File: src/rtl/cscPkg.sv
package cscPkg;
  localparam int REG_W = 8;
  localparam int SEL_W = 3;
  localparam int CHG_W = 5;

  localparam logic [2:0] RA_STATUS = 3'd0;
  localparam logic [2:0] RA_CFG    = 3'd1;
  localparam logic [2:0] RA_POWER  = 3'd2;
  localparam logic [2:0] RA_INTRST = 3'd3;
  localparam logic [2:0] RA_EVENT  = 3'd4;
  localparam logic [2:0] RA_STATE  = 3'd5;

  localparam int BIT_DEAD = 0;
  localparam int BIT_WARN = 1;
  localparam int BIT_RDY  = 2;
  localparam int BIT_CD   = 3;
  localparam int BIT_GPI  = 4;

  typedef struct packed {
    logic cfgWr;
    logic pwrWr;
    logic rstWr;
    logic statClr;
    logic evtPop;
    logic evtClrOvf;
    logic evtPush;
    logic evtType;
    logic forceOff;
  } cscStrobes_t;
endpackage

File: src/rtl/cscInputCond.sv
module cscInputCond #(
  parameter int DEBOUNCE_CYCLES = 4
) (
  input  logic       clk,
  input  logic       rstN,
  input  logic [1:0] detPin,
  input  logic [3:0] lvlPin,
  output logic       present,
  output logic       cdChg,
  output logic [3:0] lvlChg
);
  localparam int CNT_W = $clog2(DEBOUNCE_CYCLES + 1);
  localparam logic [CNT_W-1:0] CNT_LAST = CNT_W'(DEBOUNCE_CYCLES - 1);

  logic [1:0] detMeta, detSync;
  logic [3:0] lvlMeta, lvlSync, lvlPrev;
  logic [CNT_W-1:0] stableCnt;
  logic rawPresent, flip;

  always_ff @(posedge clk or negedge rstN) begin
    if (!rstN) begin
      detMeta <= '0;
      detSync <= '0;
      lvlMeta <= '0;
      lvlSync <= '0;
      lvlPrev <= '0;
    end else begin
      detMeta <= detPin;
      detSync <= detMeta;
      lvlMeta <= lvlPin;
      lvlSync <= lvlMeta;
      lvlPrev <= lvlSync;
    end
  end

  assign lvlChg     = lvlSync ^ lvlPrev;
  assign rawPresent = &detSync;
  assign flip       = (rawPresent != present) && (stableCnt == CNT_LAST);

  always_ff @(posedge clk or negedge rstN) begin
    if (!rstN) begin
      present   <= 1'b0;
      stableCnt <= '0;
      cdChg     <= 1'b0;
    end else begin
      cdChg <= flip;
      if (rawPresent == present) begin
        stableCnt <= '0;
      end else if (flip) begin
        present   <= rawPresent;
        stableCnt <= '0;
      end else begin
        stableCnt <= stableCnt + 1'b1;
      end
    end
  end


  debounce_hold_chk: assert property (@(posedge clk) disable iff (!rstN)
    !$stable(present) |-> present == $past(rawPresent));
endmodule

File: src/rtl/cscControl.sv
module cscControl
  import cscPkg::*;
(
  input  logic        clk,
  input  logic        rstN,
  input  logic        hostRd,
  input  logic        hostWr,
  input  logic        sockHit,
  input  logic [2:0]  regSel,
  input  logic        present,
  input  logic        cdChg,
  input  logic        evtValid,
  input  logic        evtHeadType,
  output cscStrobes_t stb,
  output logic        attached
);
  logic rdAcc, wrAcc, evtRead, removal, insertion;

  assign rdAcc     = hostRd && sockHit;
  assign wrAcc     = hostWr && sockHit;
  assign evtRead   = rdAcc && (regSel == RA_EVENT);
  assign removal   = cdChg && !present && attached;
  assign insertion = cdChg && present && !attached;

  always_comb begin
    stb           = '0;
    stb.cfgWr     = wrAcc && (regSel == RA_CFG);
    stb.pwrWr     = wrAcc && (regSel == RA_POWER);
    stb.rstWr     = wrAcc && (regSel == RA_INTRST);
    stb.statClr   = rdAcc && (regSel == RA_STATUS);
    stb.evtPop    = evtRead && evtValid;
    stb.evtClrOvf = evtRead;
    stb.evtPush   = removal || insertion;
    stb.evtType   = insertion;
    stb.forceOff  = removal;
  end

  always_ff @(posedge clk or negedge rstN) begin
    if (!rstN) begin
      attached <= 1'b0;
    end else if (removal) begin
      attached <= 1'b0;
    end else if (stb.evtPop && evtHeadType) begin
      attached <= 1'b1;
    end
  end


  attach_on_pop_chk: assert property (@(posedge clk) disable iff (!rstN)
    $rose(attached) |-> $past(stb.evtPop));


  detach_on_removal_chk: assert property (@(posedge clk) disable iff (!rstN)
    stb.forceOff |=> !attached);
endmodule

File: src/rtl/cscDatapath.sv
module cscDatapath
  import cscPkg::*;
#(
  parameter int EVT_DEPTH = 4
) (
  input  logic             clk,
  input  logic             rstN,
  input  cscStrobes_t      stb,
  input  logic [CHG_W-1:0] chgVec,
  input  logic [REG_W-1:0] wrData,
  input  logic [2:0]       regSel,
  input  logic             attached,
  input  logic             present,
  output logic [REG_W-1:0] readData,
  output logic [REG_W-1:0] cfgOut,
  output logic [REG_W-1:0] pwrOut,
  output logic [REG_W-1:0] rstOut,
  output logic             statusAny,
  output logic             evtValid,
  output logic             evtHeadType
);
  localparam int PTR_W = (EVT_DEPTH > 1) ? $clog2(EVT_DEPTH) : 1;
  localparam int CNT_W = $clog2(EVT_DEPTH + 1);
  localparam logic [CNT_W-1:0] FULL_CNT = CNT_W'(EVT_DEPTH);
  localparam logic [PTR_W-1:0] LAST_PTR = PTR_W'(EVT_DEPTH - 1);

  logic [CHG_W-1:0]     statusReg;
  logic [REG_W-1:0]     cfgReg, pwrReg, rstReg;
  logic [EVT_DEPTH-1:0] evtMem;
  logic [PTR_W-1:0]     rdPtr, wrPtr;
  logic [CNT_W-1:0]     evtCount;
  logic                 evtOvf, evtFull, pushOk, pushDrop;

  function automatic logic [PTR_W-1:0] bumpPtr(input logic [PTR_W-1:0] p);
    return (p == LAST_PTR) ? '0 : p + 1'b1;
  endfunction

  always_ff @(posedge clk or negedge rstN) begin
    if (!rstN) begin
      statusReg <= '0;
      cfgReg    <= '0;
      pwrReg    <= '0;
      rstReg    <= '0;
    end else begin
      statusReg <= (stb.statClr ? '0 : statusReg) | (chgVec & cfgReg[CHG_W-1:0]);
      if (stb.cfgWr) cfgReg <= wrData;
      if (stb.forceOff)   pwrReg <= '0;
      else if (stb.pwrWr) pwrReg <= wrData;
      if (stb.forceOff)   rstReg <= '0;
      else if (stb.rstWr) rstReg <= wrData;
    end
  end

  assign evtFull  = (evtCount == FULL_CNT);
  assign pushOk   = stb.evtPush && (!evtFull || stb.evtPop);
  assign pushDrop = stb.evtPush && evtFull && !stb.evtPop;

  always_ff @(posedge clk or negedge rstN) begin
    if (!rstN) begin
      evtMem   <= '0;
      rdPtr    <= '0;
      wrPtr    <= '0;
      evtCount <= '0;
      evtOvf   <= 1'b0;
    end else begin
      if (pushOk) begin
        evtMem[wrPtr] <= stb.evtType;
        wrPtr         <= bumpPtr(wrPtr);
      end
      if (stb.evtPop) rdPtr <= bumpPtr(rdPtr);
      if (pushOk && !stb.evtPop)      evtCount <= evtCount + 1'b1;
      else if (!pushOk && stb.evtPop) evtCount <= evtCount - 1'b1;
      if (pushDrop)           evtOvf <= 1'b1;
      else if (stb.evtClrOvf) evtOvf <= 1'b0;
    end
  end

  assign evtValid    = (evtCount != '0);
  assign evtHeadType = evtValid && evtMem[rdPtr];
  assign cfgOut      = cfgReg;
  assign pwrOut      = pwrReg;
  assign rstOut      = rstReg;
  assign statusAny   = |statusReg;

  always_comb begin
    unique case (regSel)
      RA_STATUS: readData = {{(REG_W-CHG_W){1'b0}}, statusReg};
      RA_CFG:    readData = cfgReg;
      RA_POWER:  readData = pwrReg;
      RA_INTRST: readData = rstReg;
      RA_EVENT:  readData = {{(REG_W-3){1'b0}}, evtOvf, evtValid, evtHeadType};
      RA_STATE:  readData = {{(REG_W-2){1'b0}}, attached, present};
      default:   readData = '0;
    endcase
  end


  no_overflow_chk: assert property (@(posedge clk) disable iff (!rstN)
    evtCount <= FULL_CNT);


  ovf_cause_chk: assert property (@(posedge clk) disable iff (!rstN)
    $rose(evtOvf) |-> $past(stb.evtPush && evtFull && !stb.evtPop));


  read_clear_chk: assert property (@(posedge clk) disable iff (!rstN)
    stb.statClr && chgVec == '0 |=> statusReg == '0);


  force_off_chk: assert property (@(posedge clk) disable iff (!rstN)
    stb.forceOff |=> pwrReg == '0 && rstReg == '0);
endmodule

File: src/rtl/cardStatusIrq.sv
module cardStatusIrq
  import cscPkg::*;
#(
  parameter int SOCKETS         = 4,
  parameter int DEBOUNCE_CYCLES = 4,
  parameter int EVT_DEPTH       = 4,
  localparam int SOCK_W    = (SOCKETS > 1) ? $clog2(SOCKETS) : 1,
  localparam int ADDR_W    = SOCK_W + 3,
  localparam int IRQ_LINES = 1 << SEL_W
) (
  input  logic                     clk,
  input  logic                     rstN,
  input  logic [2*SOCKETS-1:0]     detPins,
  input  logic [SOCKETS-1:0]       rdyPins,
  input  logic [SOCKETS-1:0]       warnPins,
  input  logic [SOCKETS-1:0]       deadPins,
  input  logic [SOCKETS-1:0]       gpiPins,
  input  logic                     hostRd,
  input  logic                     hostWr,
  input  logic [ADDR_W-1:0]        hostAddr,
  input  logic [REG_W-1:0]         hostWrData,
  output logic [REG_W-1:0]         hostRdData,
  output logic [IRQ_LINES-1:0]     irqLines,
  output logic                     irqAny,
  output logic [REG_W*SOCKETS-1:0] powerOut,
  output logic [REG_W*SOCKETS-1:0] sockResetOut
);
  logic [SOCK_W-1:0] sockSel;
  logic [2:0]        regSel;
  logic [REG_W-1:0]  readVal [SOCKETS];
  logic [SEL_W-1:0]  lineSel [SOCKETS];
  logic [SOCKETS-1:0] sockIrq;

  assign sockSel = hostAddr[ADDR_W-1:3];
  assign regSel  = hostAddr[2:0];

  for (genvar s = 0; s < SOCKETS; s++) begin : g_sock
    logic        present, cdChg, attached, evtValid, evtHeadType, sockHit;
    logic [3:0]  lvlChg;
    logic [CHG_W-1:0] chgVec;
    logic [REG_W-1:0] cfgVal;
    cscStrobes_t stb;

    assign sockHit = (sockSel == SOCK_W'(s));

    cscInputCond #(.DEBOUNCE_CYCLES(DEBOUNCE_CYCLES)) u_cond (
      .clk(clk), .rstN(rstN),
      .detPin(detPins[2*s +: 2]),
      .lvlPin({gpiPins[s], rdyPins[s], warnPins[s], deadPins[s]}),
      .present(present), .cdChg(cdChg), .lvlChg(lvlChg)
    );

    always_comb begin
      chgVec           = '0;
      chgVec[BIT_DEAD] = lvlChg[0];
      chgVec[BIT_WARN] = lvlChg[1];
      chgVec[BIT_RDY]  = lvlChg[2];
      chgVec[BIT_CD]   = cdChg;
      chgVec[BIT_GPI]  = lvlChg[3];
    end

    cscControl u_ctrl (
      .clk(clk), .rstN(rstN), .hostRd(hostRd), .hostWr(hostWr),
      .sockHit(sockHit), .regSel(regSel), .present(present), .cdChg(cdChg),
      .evtValid(evtValid), .evtHeadType(evtHeadType),
      .stb(stb), .attached(attached)
    );

    cscDatapath #(.EVT_DEPTH(EVT_DEPTH)) u_dp (
      .clk(clk), .rstN(rstN), .stb(stb), .chgVec(chgVec),
      .wrData(hostWrData), .regSel(regSel), .attached(attached),
      .present(present), .readData(readVal[s]), .cfgOut(cfgVal),
      .pwrOut(powerOut[REG_W*s +: REG_W]),
      .rstOut(sockResetOut[REG_W*s +: REG_W]),
      .statusAny(sockIrq[s]), .evtValid(evtValid), .evtHeadType(evtHeadType)
    );

    assign lineSel[s] = cfgVal[REG_W-1 -: SEL_W];
  end

  always_comb begin
    hostRdData = '0;
    if (hostRd) begin
      for (int s = 0; s < SOCKETS; s++) begin
        if (sockSel == SOCK_W'(s)) hostRdData = readVal[s];
      end
    end
  end

  always_comb begin
    irqLines = '0;
    for (int s = 0; s < SOCKETS; s++) begin
      if (sockIrq[s]) irqLines[lineSel[s]] = 1'b1;
    end
  end

  assign irqAny = |sockIrq;


  irq_route_chk: assert property (@(posedge clk) disable iff (!rstN)
    irqAny == (|irqLines));
endmodule

File: config.mk
export PLATFORM = sky130hd
export DESIGN_NAME = cardStatusIrq
export DESIGN_NICKNAME = d
export VERILOG_FILES = /design/src/rtl/cscPkg.sv /design/src/rtl/cscInputCond.sv /design/src/rtl/cscControl.sv /design/src/rtl/cscDatapath.sv /design/src/rtl/cardStatusIrq.sv
export SDC_FILE = /design/constraint.sdc
export NUM_CORES = 1
export LEC_CHECK = 0
export CORE_MARGIN = 2
export CORE_UTILIZATION = 40
export DETAILED_ROUTE_END_ITERATION = 12
export PLACE_DENSITY = 0.66
export SLEW_MARGIN = 5
export SYNTH_ARGS = -nofsm -noshare
export SYNTH_HDL_FRONTEND = slang
export SYNTH_SLANG_ARGS = --single-unit
File: constraint.sdc
create_clock -name clk -period 7 [get_ports clk]
set_clock_uncertainty 0.2 [all_clocks]
set_input_delay 1.4 -clock clk [delete_from_list [all_inputs] [get_ports clk]]
set_output_delay 1.4 -clock clk [all_outputs]
set_load 0.01 [all_outputs]
==> summary by stage <==
Run
The max-capacitance violation count is 0.

Global routing
The overflow left after global routing is 0. The number of antenna violations at the first check in global routing is 1. The maximum number of pins on one net before global-route repair is between 100 and 150. The global-route total usage across every layer is 0.219. The wire length of the first global-routing pass is just under 50000 µm. The number of global-route vias before repair is slightly above 8000.

Worst setup path
Data on the critical path is required at its endpoint by around 5.4 ns. The critical path goes through clkdlybuf4s50_1, buf_4, nor2b_1, a22o_1, a221o_1, o31ai_1, a2111oi_2, clkdlybuf4s50_1. The worst flop-to-flop path startpoint is g_sock[2].u_dp.evtCount[0]. In this design, the critical path's most frequently occurring cell is sky130_fd_sc_hd__clkdlybuf4s50_1. The kind of launch point of the worst setup path is a primary input.

The largest single stage delay on the critical path is 0.63 ns. The slowest cell on the critical path is sky130_fd_sc_hd__clkdlybuf4s50_1. Along the worst path, the maximum fanout reaches 25. The critical path is of the in -> out type.

The endpoint arrival time on the critical path is ~4.3 ns. The number of buffer and inverter stages on the critical path is 3. The element type at the critical path end is an output pin. The cell family contributing the most delay on the critical path is buffers and inverters.

In this run the worst setup path begins at hostAddr[2].

Die
The height of the die is around 170 µm. The I/O pin count is 122. The die covers roughly 0.030 mm². The starting utilization of the core area is 0.407. The total area inside the core boundary comes to 0.0278 mm². Measured along the x axis, the die boundary spans 172 µm. The standard-cell row count is slightly above 60.

Detailed routing
The average routed wire per standard cell is 22.0 µm. The iteration count of the initial detailed-routing pass is 6. The number of nets with antenna violations after routing is 0. The total number of vias is approximately 8000. In the routed design, unresolved DRC markers number 0. After the first detailed-routing iteration, the DRC count stood at a little over 700. Dividing the detail-routed via count by the number of cells gives ~5.6. The total detailed-routing wirelength is ~32000 µm.

Pwr
The clock network power share is 0.354. The share of total power dissipated in combinational logic is 0.193. The analysis attributes to net switching a power of between 1000 and 1500 µW.

The largest vdd supply drop is roughly 180 µV. Of the total power, the share spent switching nets is 0.283. The cell internal power dissipation is 3070 µW.

The leakage power is about 0.0060 µW. For this design the ratio of total power to cell area is 309 mW/mm². Of the total power, registers draw 0.453.

Yosys
For this run, asynchronously set or reset flops after synthesis account for 1.00. In the synthesized netlist, the number of instances is 916. For this run, the register share of the synthesized area comes to 0.558.

The main flop type after synthesis is sky130_fd_sc_hd__dfrtp_1. The flop and latch count out of synthesis is 252. Yosys mapped a number of flops with a built-in enable equal to 0. The distinct cell type count after synthesis is 60. The Yosys step of the flow raised 0 warnings. The netlist area before placement is around 0.011 mm².

The number of nets produced by synthesis is slightly below 1000. Averaged over all synthesized cells, the footprint is around 12 µm².

Clock tree
The root buffer selected by CTS is sky130_fd_sc_hd__clkbuf_16. Counting along the longest clock path gives a buffer depth of 3. Once the clock tree was built, the setup fixing pass inserted 0 buffers. The clock input transition at the sequential cells of the worst setup and hold paths is ~0.06 ns. The number of gates resized after CTS is 0. In this run, CTS created clock tree buffers numbering 27. For the worst-skew pair, the clock arrives at the later sink with an insertion delay of between 0.5 and 0.6 ns. Hold repair after CTS inserted 0 buffers. The clock drives around 250 sinks. The TritonCTS clock tree is built. The number of H-tree levels is 1.

Final layout
The ratio of cells with drive above 1 in the final layout is 0.159. The total number of nets in the final design is around 1100. The area growth from synthesis to layout is 22.5%. Once layout is complete, the utilization of the core stands at 0.499.

Timing
The slew at the pin closest to its max-slew limit is roughly 1.1 ns. The number of hold violations in the final report was 0. The worst path in the final design needs a cycle of ~5.9 ns, including I/O delays and setup.

Setup total negative slack on the finished layout was measured at 0 ns. The maximum clock frequency is between 150 and 200 MHz. The max-slew violation count is 0. The final clock period utilization by the worst path is 0.836. Setup repair after global routing left no endpoint under its margin.

Measured against its own limit, the worst slew margin works out to 0.254. The final-report setup violation count is 0.

Worst hold path
The startpoint identified for the worst hold timing path is g_sock[1].u_cond.lvlMeta[0]. The worst min-delay path class is reg -> reg.

Placement
After legalization and detailed placement, the total HPWL measured between 20000 and 25000 µm. The count of buffers from port buffering is between 100 and 150. The global placer's final weighted congestion is 0.904.

Status
The flow ran to the end, and the final reports show no timing, DRC or antenna violations.
-- synth_stat cells, types with 3 or more instances --
master | count | area share
sky130_fd_sc_hd__inv_1 | 23 | 0.0076
sky130_fd_sc_hd__xor2_1 | 32 | 0.025
sky130_fd_sc_hd__buf_2 | 17 | 0.0075
sky130_fd_sc_hd__and3b_1 | 7 | 0.0054
sky130_fd_sc_hd__ha_1 | 28 | 0.031
sky130_fd_sc_hd__a32oi_1 | 7 | 0.0054
sky130_fd_sc_hd__dfrtp_1 | 252 | 0.56
sky130_fd_sc_hd__and3_1 | 6 | 0.0033
sky130_fd_sc_hd__nor2_1 | 65 | 0.022
sky130_fd_sc_hd__xnor2_1 | 4 | 0.0031
sky130_fd_sc_hd__o21ai_0 | 29 | 0.013
sky130_fd_sc_hd__a31oi_1 | 11 | 0.0061
sky130_fd_sc_hd__or4_1 | 4 | 0.0027
sky130_fd_sc_hd__mux2_2 | 80 | 0.080
sky130_fd_sc_hd__o311ai_0 | 4 | 0.0031
sky130_fd_sc_hd__nor2b_1 | 13 | 0.0072
sky130_fd_sc_hd__fa_1 | 4 | 0.0071
sky130_fd_sc_hd__nor3_1 | 6 | 0.0027
sky130_fd_sc_hd__a22oi_1 | 11 | 0.0073
sky130_fd_sc_hd__and2_1 | 3 | 0.0017
sky130_fd_sc_hd__a221oi_1 | 7 | 0.0054
sky130_fd_sc_hd__a41oi_1 | 4 | 0.0031
sky130_fd_sc_hd__buf_6 | 3 | 0.0030
sky130_fd_sc_hd__a21oi_1 | 26 | 0.012
sky130_fd_sc_hd__clkbuf_1 | 14 | 0.0046
sky130_fd_sc_hd__nand2_1 | 74 | 0.025
sky130_fd_sc_hd__mux4_2 | 8 | 0.016
sky130_fd_sc_hd__nand3_1 | 5 | 0.0022
sky130_fd_sc_hd__mux2i_1 | 8 | 0.0071
sky130_fd_sc_hd__nand3b_1 | 3 | 0.0020
sky130_fd_sc_hd__nor3b_1 | 10 | 0.0066
sky130_fd_sc_hd__nand2b_1 | 9 | 0.0050
sky130_fd_sc_hd__a221o_1 | 4 | 0.0035
sky130_fd_sc_hd__buf_4 | 4 | 0.0027
sky130_fd_sc_hd__a22o_1 | 88 | 0.068
sky130_fd_sc_hd__a31oi_4 | 4 | 0.0075
sky130_fd_sc_hd__a211oi_1 | 5 | 0.0033
-- path summary, 6_finish.rpt --
path | end | slack, ns | cells after the start
worst max-delay path | hostRdData[0] | 1.15 | 8
worst min-delay path | g_sock[1].u_cond.lvlSync[0] | 0.15 | 0
worst max register to register | g_sock[2].u_dp.evtCount[2] | 4.31 | 9
worst min register to register | g_sock[1].u_cond.lvlSync[0] | 0.15 | 0
max in group asynchronous | g_sock[2].u_dp.rstOut[4] | 4.41 | 2
min in group asynchronous | g_sock[2].u_cond.lvlMeta[2] | 0.74 | 1
-- metal layers --
layer,global-route usage,wire length (µm)
met1,0.308,14100
met2,0.343,14200
met3,0.0417,2340
met4,0.0720,962
met5,0,0
-- power groups by stage --
| stage | Combinational [µW] | Sequential [µW] | Clock (µW) |
|---|---|---|---|
| 6_report | 826 | 1940 | 1520 |
| 5_1_grt | 913 | 1970 | 1600 |
| 4_1_cts | 835 | 1930 | 1540 |
| 3_5_place_dp | 829 | 1960 | 0 |
| 3_3_place_gp | 813 | 1960 | 0 |
| 2_1_floorplan | 466 | 1890 | 0 |
-- placed cells by master, fill, tap and decap left out, types with 27 or more instances in the layout --
cell / instances
sky130_fd_sc_hd__dfrtp_1: 252
sky130_fd_sc_hd__clkdlybuf4s50_1: 118
sky130_fd_sc_hd__a22o_1: 88
sky130_fd_sc_hd__mux2_2: 80
sky130_fd_sc_hd__nand2_1: 74
sky130_fd_sc_hd__nor2_1: 65
sky130_fd_sc_hd__xor2_1: 32
sky130_fd_sc_hd__o21ai_0: 29
sky130_fd_sc_hd__ha_1: 28
sky130_fd_sc_hd__clkbuf_16: 27
-- cells by family after synthesis --
kind of cell | after synthesis | synth area share
AOI/OAI and AO/OA | 219 | 0.152
xor gates and xnor gates | 36 | 0.0279
adders and majority gates | 32 | 0.0381
buffers and inverters | 63 | 0.0261
DFF | 252 | 0.558
muxes | 96 | 0.103
and+or+nand+nor | 218 | 0.0956
-- sequential cells by signal, indices dropped and copies added, names as in the netlist, 16 cells and up --
register,cells
g_sock.u_dp.pwrOut,32
g_sock.u_dp.rstOut,32
g_sock.u_dp.statusReg,20
g_sock.u_cond.lvlPrev,16
g_sock.u_cond.lvlSync,16
g_sock.u_dp.evtMem,16
g_sock.u_dp.cfgOut,32
g_sock.u_cond.lvlMeta,16
-- metrics by stage --
stage | hold WS, ns | power, µW | cells | setup slack, ns | instance area, µm²
floorplan | 0.131 | 2350 | 916 | 2.61 | 11300
global placement | 0.133 | 2770 | 1388 | 1.23 | 12900
global route | 0.145 | 4480 | 1437 | 1.09 | 13900
detailed placement | 0.135 | 2790 | 1388 | 1.17 | 12900
CTS | 0.148 | 4310 | 1437 | 1.16 | 13900
finish | 0.146 | 4280 | 1438 | 1.15 | 13900
-- final cells by class --
cell class,instances,area (µm²)
diodes,1,2.50
clock buffers,40,845
clock inverters,9,131
fillers,2449,13900
inverters,23,86.3
multi-input cells,601,4710
flip-flops and latches,252,6310
well taps,378,473
repair buffers,134,1300
(Power assumes the default switching activity.)
